`src/rtl/intc_pkg.sv`:
```
package intc_pkg;
    localparam int NSRC      = 5;
    localparam int IDX_W     = $clog2(NSRC);
    localparam int VEC_W     = 8;
    localparam int GEN_BIT   = 7;
    localparam int NEXT      = 2;
    localparam logic [VEC_W-1:0] VEC_BASE = 8'h03;
    localparam logic [VEC_W-1:0] VEC_STEP = 8'h08;

    // in-service bits, one per priority level
    typedef struct packed {
        logic hi;
        logic lo;
    } svc_t;

    // source index of external input k in the polling order
    function automatic logic [IDX_W-1:0] ext_slot(input int k);
        return IDX_W'(2 * k);
    endfunction
endpackage

```
`src/rtl/intc_ext_in.sv`:
```
module intc_ext_in (
    input  logic clk,
    input  logic rst_n,
    input  logic tick,
    input  logic pin_n,
    input  logic edge_mode,
    input  logic clr,
    output logic req
);
    typedef struct packed {
        logic smp;
        logic flag;
    } st_t;

    st_t st_d, st_q;

    always_comb begin
        logic fall;
        st_d  = st_q;
        fall  = tick && st_q.smp && !pin_n;
        if (tick) st_d.smp = pin_n;
        st_d.flag = edge_mode && (fall || (st_q.flag && !clr));
        req = edge_mode ? st_q.flag : !st_q.smp;
    end

    always_ff @(posedge clk or negedge rst_n) begin
        if (!rst_n) st_q <= '{smp: 1'b1, flag: 1'b0};
        else        st_q <= st_d;
    end
endmodule

```
`src/rtl/intc_pick.sv`:
```
module intc_pick #(
    parameter int N  = 5,
    parameter int IW = $clog2(N)
) (
    input  logic [N-1:0]  mask,
    output logic          found,
    output logic [IW-1:0] idx
);
    always_comb begin
        found = 1'b0;
        idx   = '0;
        for (int i = N - 1; i >= 0; i--) begin
            if (mask[i]) begin
                found = 1'b1;
                idx   = IW'(i);
            end
        end
    end
endmodule

```
`src/rtl/intc_top.sv`:
```
module intc_top
    import intc_pkg::*;
(
    input  logic             clk,
    input  logic             rst_n,
    input  logic             cyc_tick,
    input  logic [NEXT-1:0]  ext_pin_n,
    input  logic [NEXT-1:0]  ext_edge,
    input  logic             tmr0_ovf,
    input  logic             tmr1_ovf,
    input  logic             ser_rx_flag,
    input  logic             ser_tx_flag,
    input  logic [7:0]       cfg_en,
    input  logic [7:0]       cfg_pri,
    output logic             irq_req,
    output logic [VEC_W-1:0] irq_vec,
    input  logic             irq_ack,
    input  logic             irq_ret
);
    svc_t             svc_d, svc_q;
    logic [NEXT-1:0]  ext_req;
    logic [NEXT-1:0]  ext_clr;
    logic [NSRC-1:0]  src, pend, hi_m, lo_m;
    logic             hi_found, lo_found, take_hi, take_lo, grant;
    logic [IDX_W-1:0] hi_idx, lo_idx, sel_idx;

    for (genvar k = 0; k < NEXT; k++) begin : g_ext
        intc_ext_in u_ext (
            .clk      (clk),
            .rst_n    (rst_n),
            .tick     (cyc_tick),
            .pin_n    (ext_pin_n[k]),
            .edge_mode(ext_edge[k]),
            .clr      (ext_clr[k]),
            .req      (ext_req[k])
        );
        assign ext_clr[k] = grant && (sel_idx == ext_slot(k));
    end

    assign src  = {ser_rx_flag | ser_tx_flag, tmr1_ovf, ext_req[1], tmr0_ovf, ext_req[0]};
    assign pend = src & cfg_en[NSRC-1:0] & {NSRC{cfg_en[GEN_BIT]}};
    assign hi_m = pend & cfg_pri[NSRC-1:0];
    assign lo_m = pend & ~cfg_pri[NSRC-1:0];

    intc_pick #(.N(NSRC), .IW(IDX_W)) u_pick_hi (.mask(hi_m), .found(hi_found), .idx(hi_idx));
    intc_pick #(.N(NSRC), .IW(IDX_W)) u_pick_lo (.mask(lo_m), .found(lo_found), .idx(lo_idx));

    always_comb begin
        take_hi = hi_found && !svc_q.hi;
        take_lo = !take_hi && lo_found && !svc_q.hi && !svc_q.lo;
        sel_idx = take_hi ? hi_idx : lo_idx;
        irq_req = take_hi || take_lo;
        irq_vec = irq_req ? VEC_W'(VEC_BASE + VEC_W'(sel_idx) * VEC_STEP) : '0;
        grant   = irq_ack && irq_req;

        svc_d = svc_q;
        if (irq_ret) begin
            if (svc_q.hi) svc_d.hi = 1'b0;
            else          svc_d.lo = 1'b0;
        end
        if (grant) begin
            if (take_hi) svc_d.hi = 1'b1;
            else         svc_d.lo = 1'b1;
        end
    end

    always_ff @(posedge clk or negedge rst_n) begin
        if (!rst_n) svc_q <= '0;
        else        svc_q <= svc_d;
    end
endmodule

```
`config.mk`:
```
export PLATFORM = sky130hd
export DESIGN_NAME = intc_top
export DESIGN_NICKNAME = d
export VERILOG_FILES = /design/src/rtl/intc_pkg.sv /design/src/rtl/intc_ext_in.sv /design/src/rtl/intc_pick.sv /design/src/rtl/intc_top.sv
export SDC_FILE = /design/constraint.sdc
export NUM_CORES = 1
export LEC_CHECK = 0
export ABC_AREA = 1
export ABC_CLOCK_PERIOD_IN_PS = 1800
export BUFFER_PORTS_ARGS = -buffer_cell sky130_fd_sc_hd__buf_4
export CAP_MARGIN = 0
export CORE_MARGIN = 8
export CORE_UTILIZATION = 39
export DETAILED_ROUTE_END_ITERATION = 6
export GPL_TIMING_DRIVEN = 1
export PLACE_DENSITY_LB_ADDON = 0.1
export SETUP_SLACK_MARGIN = 0.3
export SLEW_MARGIN = 30
export SYNTH_ARGS = -nofsm -noshare
export SYNTH_HDL_FRONTEND = slang
export SYNTH_HIERARCHICAL = 1
export SYNTH_SLANG_ARGS = --single-unit
export TNS_END_PERCENT = 100
```
`constraint.sdc`:
```
create_clock -name clk -period 1.8 [get_ports clk]
set_clock_uncertainty 0.05 [all_clocks]
set_input_delay 0.18 -clock clk [delete_from_list [all_inputs] [get_ports clk]]
set_output_delay 0.18 -clock clk [all_outputs]
set_load 0.05 [all_outputs]
```
==> key figures, run 1 <==
GRT
  • Largest net degree at the start of global routing: 7
  • Initial antenna violation count: 0
  • Number of global-route vias before repair: between 700 and 800
  • Overall routing resource usage: between 10% and 20%
  • Gr ovfl total: 0
  • First-pass GRT wire length: ~3.0 mm

Routing
  • M1 WL: 767 µm
  • WL/cell: 10.77 µm
  • WL met2: about 1.1 mm
  • Pre-Repair DR Iteration Count: 4
  • Via density per instance: around 4.6
  • Met3 wire length: ~120 µm
  • Total Wirelength: between 1.5 and 2 mm
  • Max Used Layer: met3
  • Post-route DRC: 0
  • Number of routed nets with antenna violations: 0
  • Initial drt markers: 19
  • Vias: around 840

Place
  • Dpl hpwl: roughly 1.6 mm
  • GP Congestion: between 0.8 and 0.9
  • Post-Place Cell Area: 1028 µm²
  • IO Port Bufs: 29

STA
  • Fin crit period: approximately 2.1 ns
  • Tcrit/Tclk final: 117.0%
  • Final hold vios: 0
  • RSZ-0062 raised after global routing: true
  • Final setup fails: 8
  • Max-slew violations: 0
  • Fmax: around 470 MHz
  • Worst setup margin: -0.3067 ns

Power
  • Clock power frac: about 18%
  • Sequential share of power: approximately a quarter
  • P_sw: around 0.29 mW
  • Sw frac: a little over two fifths
  • PwrDens: between 500 and 600 nW/µm²
  • Total power: ~0.7 mW
  • Peak VDD IR: 0.0003959 V
  • Comb power frac: 58.2%
  • Pleak: between 0.6 and 0.7 nW
  • Pint: a little under 0.4 mW

Min path
  • Hold crit path type: input port to register

Critical path
  • Worst path most repeated cell: nor2_4
  • Worst path cell trace: o21ai_2 -> nand3_2 -> nor2_4 -> nor2_4 -> nand3b_1 -> nand2_4 -> nand2_2 -> nand3_4 -> clkinvlp_4 -> buf_8
  • CP max FO: 6
  • CP required: between 1.5 and 2 ns
  • CP max stage delay: roughly 0.54 ns
  • CP Launch Type: register
  • Kind of critical path: register to output port
  • Crit path DAT: 1.88 ns
  • Slowest CP cell: dfstp_2
  • Worst setup EP type: output port

Die
  • Io pins: 38
  • Die area: roughly 3400 µm²
  • Core box area: about 1700 µm²
  • Starting Density: 40.81%
  • Width of the chip: between 50 and 60 µm
  • Die outline height: about 58 µm
  • Row cnt: 15

Yosys
  • Seq/Total Area, Yosys: between 20% and 30%
  • FF+latch count, synth: 6
  • Synthesized-area fraction occupied by adder cells: 0%
  • Mapped Area: about 690 µm²
  • Xor/xnor share of the synthesized area: 0%
  • Synth area leaders: nand2_1, dfrtp_1, inv_1, nor2_1, dfstp_2
  • Mux cell area share after synthesis: 0%
  • Largest family of logic cells by synthesized area: simple AND/OR/NAND/NOR gates
  • Cell taking the most area after synthesis: nand2_1
  • Syn Area/Cell: 5.745 µm²
  • Synth Warn #: 6
  • Gate Count Post-Synth: between 100 and 150
  • Compound-Gate Fraction of Synth Area: between 3 and 4%
  • Simple-gate share of the synthesized area: roughly 53%
  • Count of cell types in the netlist: 17
  • Top cell type's share of synthesized area: about 16%

Clock tree
  • CTS tree: done
  • CTS Buffer Depth: 2
  • Root Buffer: clkbuf_4
  • H-tree lvl count: 1
  • Worst-path clk slew: about 0.040 ns
  • Inserted Clock Buffers: 3
  • CTS Sinks: 6
  • Clock latency at the later pin of the worst-skew pair: 0.24 ns

Job
  • Max Cap Viol: 0

Outcome
  • Violated checks: setup timing
  • Status: complete, but fails checks

Cells and area
  • Fin area: 1199 µm²
  • Layout area overhead: 73.87%
  • Fraction of layout cells with a size suffix above 1: a little over 50%
  • Layout fillers: 140
  • Nets: between 150 and 200
  • Ant diodes: 0
## critical path, delay by kind of cell (launching register included)
| kind | cells | cell delay, ns |
|---|---|---|
| AOI/OAI and AO/OA | 1 | 0.06 |
| and+or+nand+nor | 7 | 0.81 |
| DFF | 1 | 0.54 |
| buffers and inverters | 2 | 0.23 |
## stage by stage
stage                     cells  hold slack, ns  setup WS (ns)  utilization, %  TNS (ns)
after global routing        183         0.07191        -0.4261           70.96    -3.157
final                       183         0.07083        -0.3067           70.96    -2.227
after detailed placement    172        -0.05775        -0.1544           60.89   -0.9151
after floorplan             122         -0.1656       -0.04745               -   -0.1132
after CTS                   179         0.06238        -0.3626           66.89    -2.396
after global placement      172        -0.05955        -0.1429           60.89   -0.8143
## synth_stat cells
library cell	count
buf_4	5
inv_2	2
dfrtp_1	4
nand2_2	3
nand3_1	9
nor2_2	6
nand2_1	29
dfstp_2	2
conb_1	1
a21oi_1	2
nor2_1	18
nor4_1	2
nor2_4	3
o21ai_0	3
nand3b_1	4
inv_1	26
nand2_4	1
## final timing paths
kind / start / endpoint / slack (ns) / cells after the start
worst max-delay path: g_ext[1].u_ext/st_q[1] / irq_vec[3] / -0.31 / 10
worst min-delay path: irq_ret / svc_q[1] / 0.07 / 2
worst max register to register: g_ext[1].u_ext/st_q[1] / g_ext[1].u_ext/st_q[0] / -0.25 / 13
worst min register to register: svc_q[0] / svc_q[0] / 0.43 / 2
max in group asynchronous: rst_n / g_ext[0].u_ext/st_q[1] / 1.26 / 2
min in group asynchronous: rst_n / g_ext[1].u_ext/st_q[0] / 0.23 / 2
## logic make-up (layout without fill, tap and decap cells)
| family | after synthesis | count (layout) |
|---|---|---|
| DFF | 6 | 6 |
| and+or+nand+nor | 75 | 75 |
| AOI/OAI and AO/OA | 5 | 5 |
| buffers and inverters | 33 | 77 |
| other | 1 | 3 |
## power by group through the flow
| stage | Combinational [mW] | Clock, mW | Sequential (mW) |
|---|---|---|---|
| after floorplan | 0.238 | 0 | 0.165 |
| after global placement | 0.332 | 0 | 0.166 |
| after detailed placement | 0.338 | 0 | 0.166 |
| after CTS | 0.375 | 0.129 | 0.165 |
| after global routing | 0.427 | 0.135 | 0.168 |
| final | 0.397 | 0.121 | 0.165 |
## registers in the layout (all words and copies together) (netlist names)
register / count
svc_q: 2
g_ext.u_ext/st_q: 4
## metal layers
metal | vias up | GRT usage [%]
met5 | - | 0
met4 | 0 | 3.147
met3 | 0 | 3.532
met2 | 24 | 22.13
met1 | 374 | 10.96
li1 | 438 | -
## placed cells by master, fill, tap and decap left out, drive strengths merged
cell	count
nand2	33
buf	45
dlygate4sd3	1
a21oi	2
nor4	2
dfstp	2
nand3	9
nand3b	4
clkbuf	3
nor2	27
clkinvlp	3
dfrtp	4
conb	3
inv	25
o21ai	3
## cell type report
class / count / area [µm²] / area share (%)
multi-input combinational: 83 / 500.5 / 41.75
inverter: 28 / 116.4 / 9.708
clock buffer: 3 / 22.52 / 1.879
tap: 17 / 21.27 / 1.775
timing repair buffer: 46 / 385.4 / 32.15
sequential: 6 / 152.6 / 12.73
## timing repair
item	4_1_cts	5_1_grt
hold buffers	1	0
pin swaps	10	12
buffers inserted	3	4
resized for setup	15	10
setup endpoints to repair	10	10
endpoints found under the hold margin	6	0
No activity file was read; power rests on OpenSTA's default activity.
==> inputs of run 2 (changes only) <==
--- a/config.mk
+++ b/config.mk
@@ -14,8 +14,8 @@
 export DETAILED_ROUTE_END_ITERATION = 6
 export GPL_TIMING_DRIVEN = 1
 export PLACE_DENSITY_LB_ADDON = 0.1
+export REMOVE_ABC_BUFFERS = 1
 export SETUP_SLACK_MARGIN = 0.3
-export SLEW_MARGIN = 30
 export SYNTH_ARGS = -nofsm -noshare
 export SYNTH_HDL_FRONTEND = slang
 export SYNTH_HIERARCHICAL = 1
==> run 2 against run 1 <==
  * The run still ends with setup timing left
  * Clock-buffer cell count up 1
  * Sequential power about the same
  * Final area down 5.2%
  * Worst setup slack worse by 0.082 ns
  * Fmax down 3.8%
  * Register-to-register slack gained 0.07 ns
  * Core utilization is 3.7 points lower
==> key figures, run 2 (synthesis results as in run 1) <==
Clock tree
  • CTS Buffer Depth: 2
  • CTS tree: done
  • Worst-path clk slew: about 0.050 ns
  • Inserted Clock Buffers: 3
  • CTS Sinks: 6
  • H-tree lvl count: 1
  • Root Buffer: clkbuf_4
  • Clock latency at the later pin of the worst-skew pair: 0.25 ns

Critical path
  • CP max FO: 6
  • Kind of critical path: register to output port
  • Crit path DAT: around 2.0 ns
  • Worst path most repeated cell: nand2_1
  • Worst setup EP type: output port
  • CP required: 1.57 ns
  • CP Launch Type: register
  • Slowest CP cell: dfstp_2
  • Worst path cell trace: o21ai_2 -> nand3_2 -> nor2_2 -> nor2_2 -> nand3b_1 -> nand2_4 -> nand2_1 -> nand2_1 -> nand2_1 -> inv_1 -> buf_6
  • CP max stage delay: approximately 0.54 ns

Cells and area
  • Commonest non-fill, non-tap cell in the layout: buf_4
  • Layout fillers: roughly 150
  • Post-Layout Cell Count: 180
  • Util after Layout: between 60% and 70%
  • Nets: between 150 and 200
  • Biggest regs: g_ext.u_ext/st_q x4, svc_q x2
  • Fraction of layout cells with a size suffix above 1: 47.85%
  • Reg with most FFs: g_ext.u_ext/st_q
  • Most frequent cells in the layout: buf_4, inv_1, nand2_1, nor2_1, nor2_2
  • Ant diodes: 0
  • Layout area overhead: 64.79%
  • Max reg flops: 4

Power
  • Pint: ~0.39 mW
  • Clock power frac: between 10% and 20%
  • Pleak: ~0.62 nW
  • Total power: just under 0.7 mW
  • Sw frac: a little over two fifths
  • P_sw: 0.2870 mW
  • Comb power frac: about 56%
  • PwrDens: between 500 and 600 nW/µm²
  • Sequential share of power: 24.3%
  • Peak VDD IR: 0.0004518 V

Die
  • Width of the chip: 58.05 µm
  • Die area: approximately 3400 µm²
  • Core box area: 1689 µm²
  • Row cnt: 15
  • Starting Density: approximately two fifths
  • Io pins: 38
  • Die outline height: slightly below 60 µm

Routing
  • Initial drt markers: 9
  • Vias: around 840
  • Number of routed nets with antenna violations: 0
  • Via density per instance: 4.689
  • Post-route DRC: 0
  • Pre-Repair DR Iteration Count: 4
  • WL/cell: roughly 11 µm
  • Total Wirelength: approximately 2.1 mm

STA
  • Worst setup margin: -0.3891 ns
  • RSZ-0062 raised after global routing: true
  • Max-slew violations: 0
  • WHS: a little over 0.05 ns
  • Setup TNS: -1.880 ns
  • Fmax: between 400 and 500 MHz
  • Final hold vios: 0
  • Fin crit period: 2.189 ns
  • Tcrit/Tclk final: 121.6%
  • Final setup fails: 8

Place
  • Placed insts: 168
  • IO Port Bufs: 29
  • Dpl hpwl: ~1.4 mm
  • GP Congestion: between 0.7 and 0.8

Job
  • Max Cap Viol: 0

GRT
  • Number of global-route vias before repair: around 760
  • Initial antenna violation count: 0
  • Gr ovfl total: 0
  • Overall routing resource usage: a little over a tenth
  • Largest net degree at the start of global routing: 9
  • First-pass GRT wire length: slightly below 3 mm

Min path
  • Hold crit path type: input port to register

Outcome
  • Status: complete, but fails checks
  • Violated checks: setup timing
[run 2: changes by cell type in the layout (fill, tap and decap cells not counted), sizes merged]
cell / previous run / this run
buf: 45 / 41
clkinvlp: 3 / 0
inv: 25 / 28
clkbuf: 3 / 4
[run 2: layout make-up]
| class | instances | area, µm² | share of cell area [%] |
|---|---|---|---|
| repair buffers | 42 | 351.6 | 30.95 |
| clock buffers | 4 | 26.28 | 2.313 |
| well taps | 17 | 21.27 | 1.872 |
| flip-flops and latches | 6 | 152.6 | 13.44 |
| multi-input cells | 83 | 479.2 | 42.18 |
| inverters | 28 | 105.1 | 9.251 |
[run 2: routing by layer]
layer	vias to the layer above	track usage (%)	wire (µm)
met5	-	0	0
met4	0	6.294	36
met3	4	1.325	72
met2	20	19.59	1185
met1	386	11.24	769
li1	434	-	-
[run 2: path summary, 6_finish.rpt]
path                                         from                     end  slack, ns  cells after the start
max                        g_ext[1].u_ext/st_q[1]              irq_vec[4]      -0.39                     11
max reg2reg                g_ext[1].u_ext/st_q[1]  g_ext[1].u_ext/st_q[0]      -0.18                     13
max in group asynchronous                   rst_n  g_ext[1].u_ext/st_q[1]       1.28                      2
min                                       irq_ret                svc_q[1]       0.05                      2
min in group asynchronous                   rst_n                svc_q[0]       0.22                      2
min reg2reg                              svc_q[0]                svc_q[0]       0.43                      2
[run 2: stage by stage]
| stage | setup WS [ns] | instance area, µm² |
|---|---|---|
| detailed placement | -0.1740 | 935.9 |
| global placement | -0.1641 | 935.9 |
| global route | -0.4863 | 1136 |
| finish | -0.3891 | 1136 |
| CTS | -0.3011 | 1020 |
| floorplan | -0.5990 | 659.4 |
[run 2: repair_timing]
| item | 4_1_cts | 5_1_grt |
|---|---|---|
| endpoints found under the setup margin | 10 | 10 |
| hold buffers | 1 | 0 |
| resized for setup | 13 | 19 |
| pin swaps | 10 | 12 |
| hold endpoints to repair | 6 | 0 |
| buffers inserted | 2 | 5 |
[run 2: critical path: cells and delay by family, from the launching register on]
| family | cells | cell delay (ns) |
|---|---|---|
| compound gates | 1 | 0.05 |
| simple gates | 8 | 0.87 |
| flops | 1 | 0.54 |
| buf+inv | 2 | 0.25 |
[run 2: power by group through the flow]
stage / Clock (mW) / Sequential [mW] / Combinational, mW
after floorplan: 0 / 0.165 / 0.187
after global placement: 0 / 0.165 / 0.290
after detailed placement: 0 / 0.166 / 0.294
after CTS: 0.142 / 0.165 / 0.313
after global routing: 0.150 / 0.166 / 0.410
final: 0.134 / 0.165 / 0.382
==> inputs of run 3 (changes only) <==
--- a/config.mk
+++ b/config.mk
@@ -12,7 +12,7 @@
 export CORE_MARGIN = 8
 export CORE_UTILIZATION = 39
 export DETAILED_ROUTE_END_ITERATION = 6
-export GPL_TIMING_DRIVEN = 1
+export GPL_TIMING_DRIVEN = 0
 export PLACE_DENSITY_LB_ADDON = 0.1
 export REMOVE_ABC_BUFFERS = 1
 export SETUP_SLACK_MARGIN = 0.3
==> run 3 against run 2 <==
  * The run still ends with setup timing left
  * Total power fell by 1.3%
  * Critical path depth rose by 1
  * Fmax rose by 4.9%
  * Final area did not move
  * Cell count fell by 2.2%
  * Core utilization did not move
  * Via count fell by 6.0%
  * Hold slack improved by 0.0079 ns
  * Die area did not move
==> key figures, run 3 (synthesis results as in run 1) <==
Outcome
  • Status: complete, but fails checks
  • Violated checks: setup timing

Critical path
  • R2R cell count: 14
  • Crit path DAT: roughly 1.9 ns
  • Worst r2r dst: g_ext[1].u_ext/st_q[0]
  • CP max FO: 6
  • Worst setup EP type: output port
  • CP required: between 1.5 and 2 ns
  • Critical R2R Launch: g_ext[1].u_ext/st_q[1]
  • R2R setup slack: -0.17 ns
  • Kind of critical path: register to output port
  • CP Launch Type: register

Place
  • Post-Place Cell Area: between 800 and 900 µm²
  • Place WS: -0.1429 ns
  • Dpl hpwl: ~1.4 mm
  • IO Port Bufs: 29
  • GP Congestion: 0.7541
  • Placed insts: ~160

Power
  • Peak VDD IR: 0.0004636 V
  • Pleak: between 0.6 and 0.7 nW
  • PwrDens: ~590 nW/µm²

STA
  • Tcrit/Tclk final: 116.0%
  • Final hold vios: 0
  • RSZ-0062 raised after global routing: true
  • Max-slew violations: 0
  • Worst setup margin: -0.2872 ns
  • Final setup fails: 8
  • Fin crit period: 2.087 ns
  • Fmax: 479.1 MHz
  • WHS: between 0.05 and 0.06 ns

Min path
  • Hold crit path type: input port to register
  • Worst Hold Depth: 2
  • Hold Path Origin: irq_ret
  • Hold EP: svc_q[1]

Clock tree
  • Clock latency at the later pin of the worst-skew pair: 0.24 ns
  • Root Buffer: clkbuf_4
  • Inserted Clock Buffers: 3
  • H-tree lvl count: 1
  • Worst-path clk slew: around 0.05 ns
  • CTS tree: done
  • CTS Buffer Depth: 2
  • CTS Sinks: 6

Cells and area
  • Max reg flops: 4
  • Biggest regs: g_ext.u_ext/st_q x4, svc_q x2
  • Layout fillers: roughly 150
  • Commonest non-fill, non-tap cell in the layout: buf_4
  • Ant diodes: 0
  • Nets: around 190
  • Fin area: 1136 µm²
  • Post-Layout Cell Count: 176
  • Layout area overhead: 64.79%
  • Fraction of layout cells with a size suffix above 1: 49.06%
  • Reg with most FFs: g_ext.u_ext/st_q
  • Most frequent cells in the layout: buf_4, inv_1, nand2_1, nor2_1, nor2_2

GRT
  • Initial antenna violation count: 0
  • Largest net degree at the start of global routing: 7
  • Number of global-route vias before repair: between 800 and 900
  • Gr ovfl total: 0
  • First-pass GRT wire length: a little over 3 mm
  • Overall routing resource usage: between 10% and 20%

Routing
  • Pre-Repair DR Iteration Count: 4
  • Number of routed nets with antenna violations: 0
  • WL/cell: roughly 10 µm
  • Total Wirelength: around 1.8 mm
  • Via density per instance: ~4.5
  • Initial drt markers: 8
  • Post-route DRC: 0
  • Vias: 793

Die
  • Die area: between 3000 and 4000 µm²
  • Io pins: 38
  • Width of the chip: about 58 µm
  • Core box area: between 1500 and 2000 µm²
  • Starting Density: around two fifths
  • Row cnt: 15
  • Die outline height: roughly 58 µm

Job
  • Max Cap Viol: 0
-- run 3: changes by cell type in the layout (fill, tap and decap cells not counted), moves of 2 or more --
cell | before | now
buf_12 | 0 | 2
buf_4 | 34 | 31
buf_6 | 5 | 2
nand2_4 | 1 | 3
nor2_1 | 15 | 12
nor2_4 | 3 | 7
-- run 3: critical path, cell delays in order (launching register included) --
cell,delay [ns]
dfstp_2,0.37
o21ai_2,0.11
nand3_2,0.11
buf_4,0.15
buf_4,0.13
nor2_4,0.12
nor2_4,0.05
nand3b_1,0.11
nand2_2,0.07
nand2_4,0.11
nand2_1,0.07
inv_1,0.06
buf_6,0.15
-- run 3: final cells by class --
class | count | area (µm²) | share of cell area [%]
multi-input combinational | 83 | 495.5 | 43.61
sequential | 6 | 152.6 | 13.44
clock buffer | 4 | 26.28 | 2.313
inverter | 28 | 105.1 | 9.251
timing repair buffer | 38 | 335.3 | 29.52
tap | 17 | 21.27 | 1.872
-- run 3: report_power, final --
part	internal [mW]	switching (mW)
Clock	0.0839	0.0469
Sequential	0.154	0.0110
Combinational	0.157	0.220
Total	0.395	0.278
-- run 3: worst max path at each step --
| stage | startpoint | to | slack [ns] | cells after the start |
|---|---|---|---|---|
| finish | g_ext[1].u_ext/st_q[1] | irq_vec[4] | -0.29 | 12 |
| global route | g_ext[1].u_ext/st_q[1] | irq_vec[4] | -0.45 | 12 |
| CTS | g_ext[1].u_ext/st_q[1] | irq_vec[4] | -0.32 | 11 |
| detailed placement | g_ext[1].u_ext/st_q[1] | g_ext[1].u_ext/st_q[0] | -0.14 | 12 |
| global placement | g_ext[1].u_ext/st_q[1] | g_ext[1].u_ext/st_q[0] | -0.15 | 12 |
| floorplan | g_ext[1].u_ext/st_q[1] | irq_vec[3] | -0.60 | 9 |
-- run 3: stage by stage --
stage          utilization (%)  TNS, ns  power, mW
2_1_floorplan                -   -3.456     0.3514
4_1_cts                  60.44   -1.740     0.6416
3_5_place_dp             53.19  -0.7573     0.4489
5_1_grt                  67.26   -2.891     0.7220
3_3_place_gp             53.19  -0.7274     0.4458
6_report                 67.26   -1.855     0.6728
-- run 3: repair_timing --
action,CTS,global route
pin swaps,14,17
setup buffers,4,4
setup endpoints to repair,10,10
hold buffers,1,0
cloned,0,0
hold endpoints to repair,6,0
resized for setup,15,24
-- run 3: layer usage --
| metal | global-route usage, % | part of all wire (%) |
|---|---|---|
| met1 | 10.71 | 39 |
| met2 | 22.29 | 57 |
| met3 | 2.208 | 3.9 |
| met4 | 6.294 | 0.44 |
| met5 | 0 | 0 |
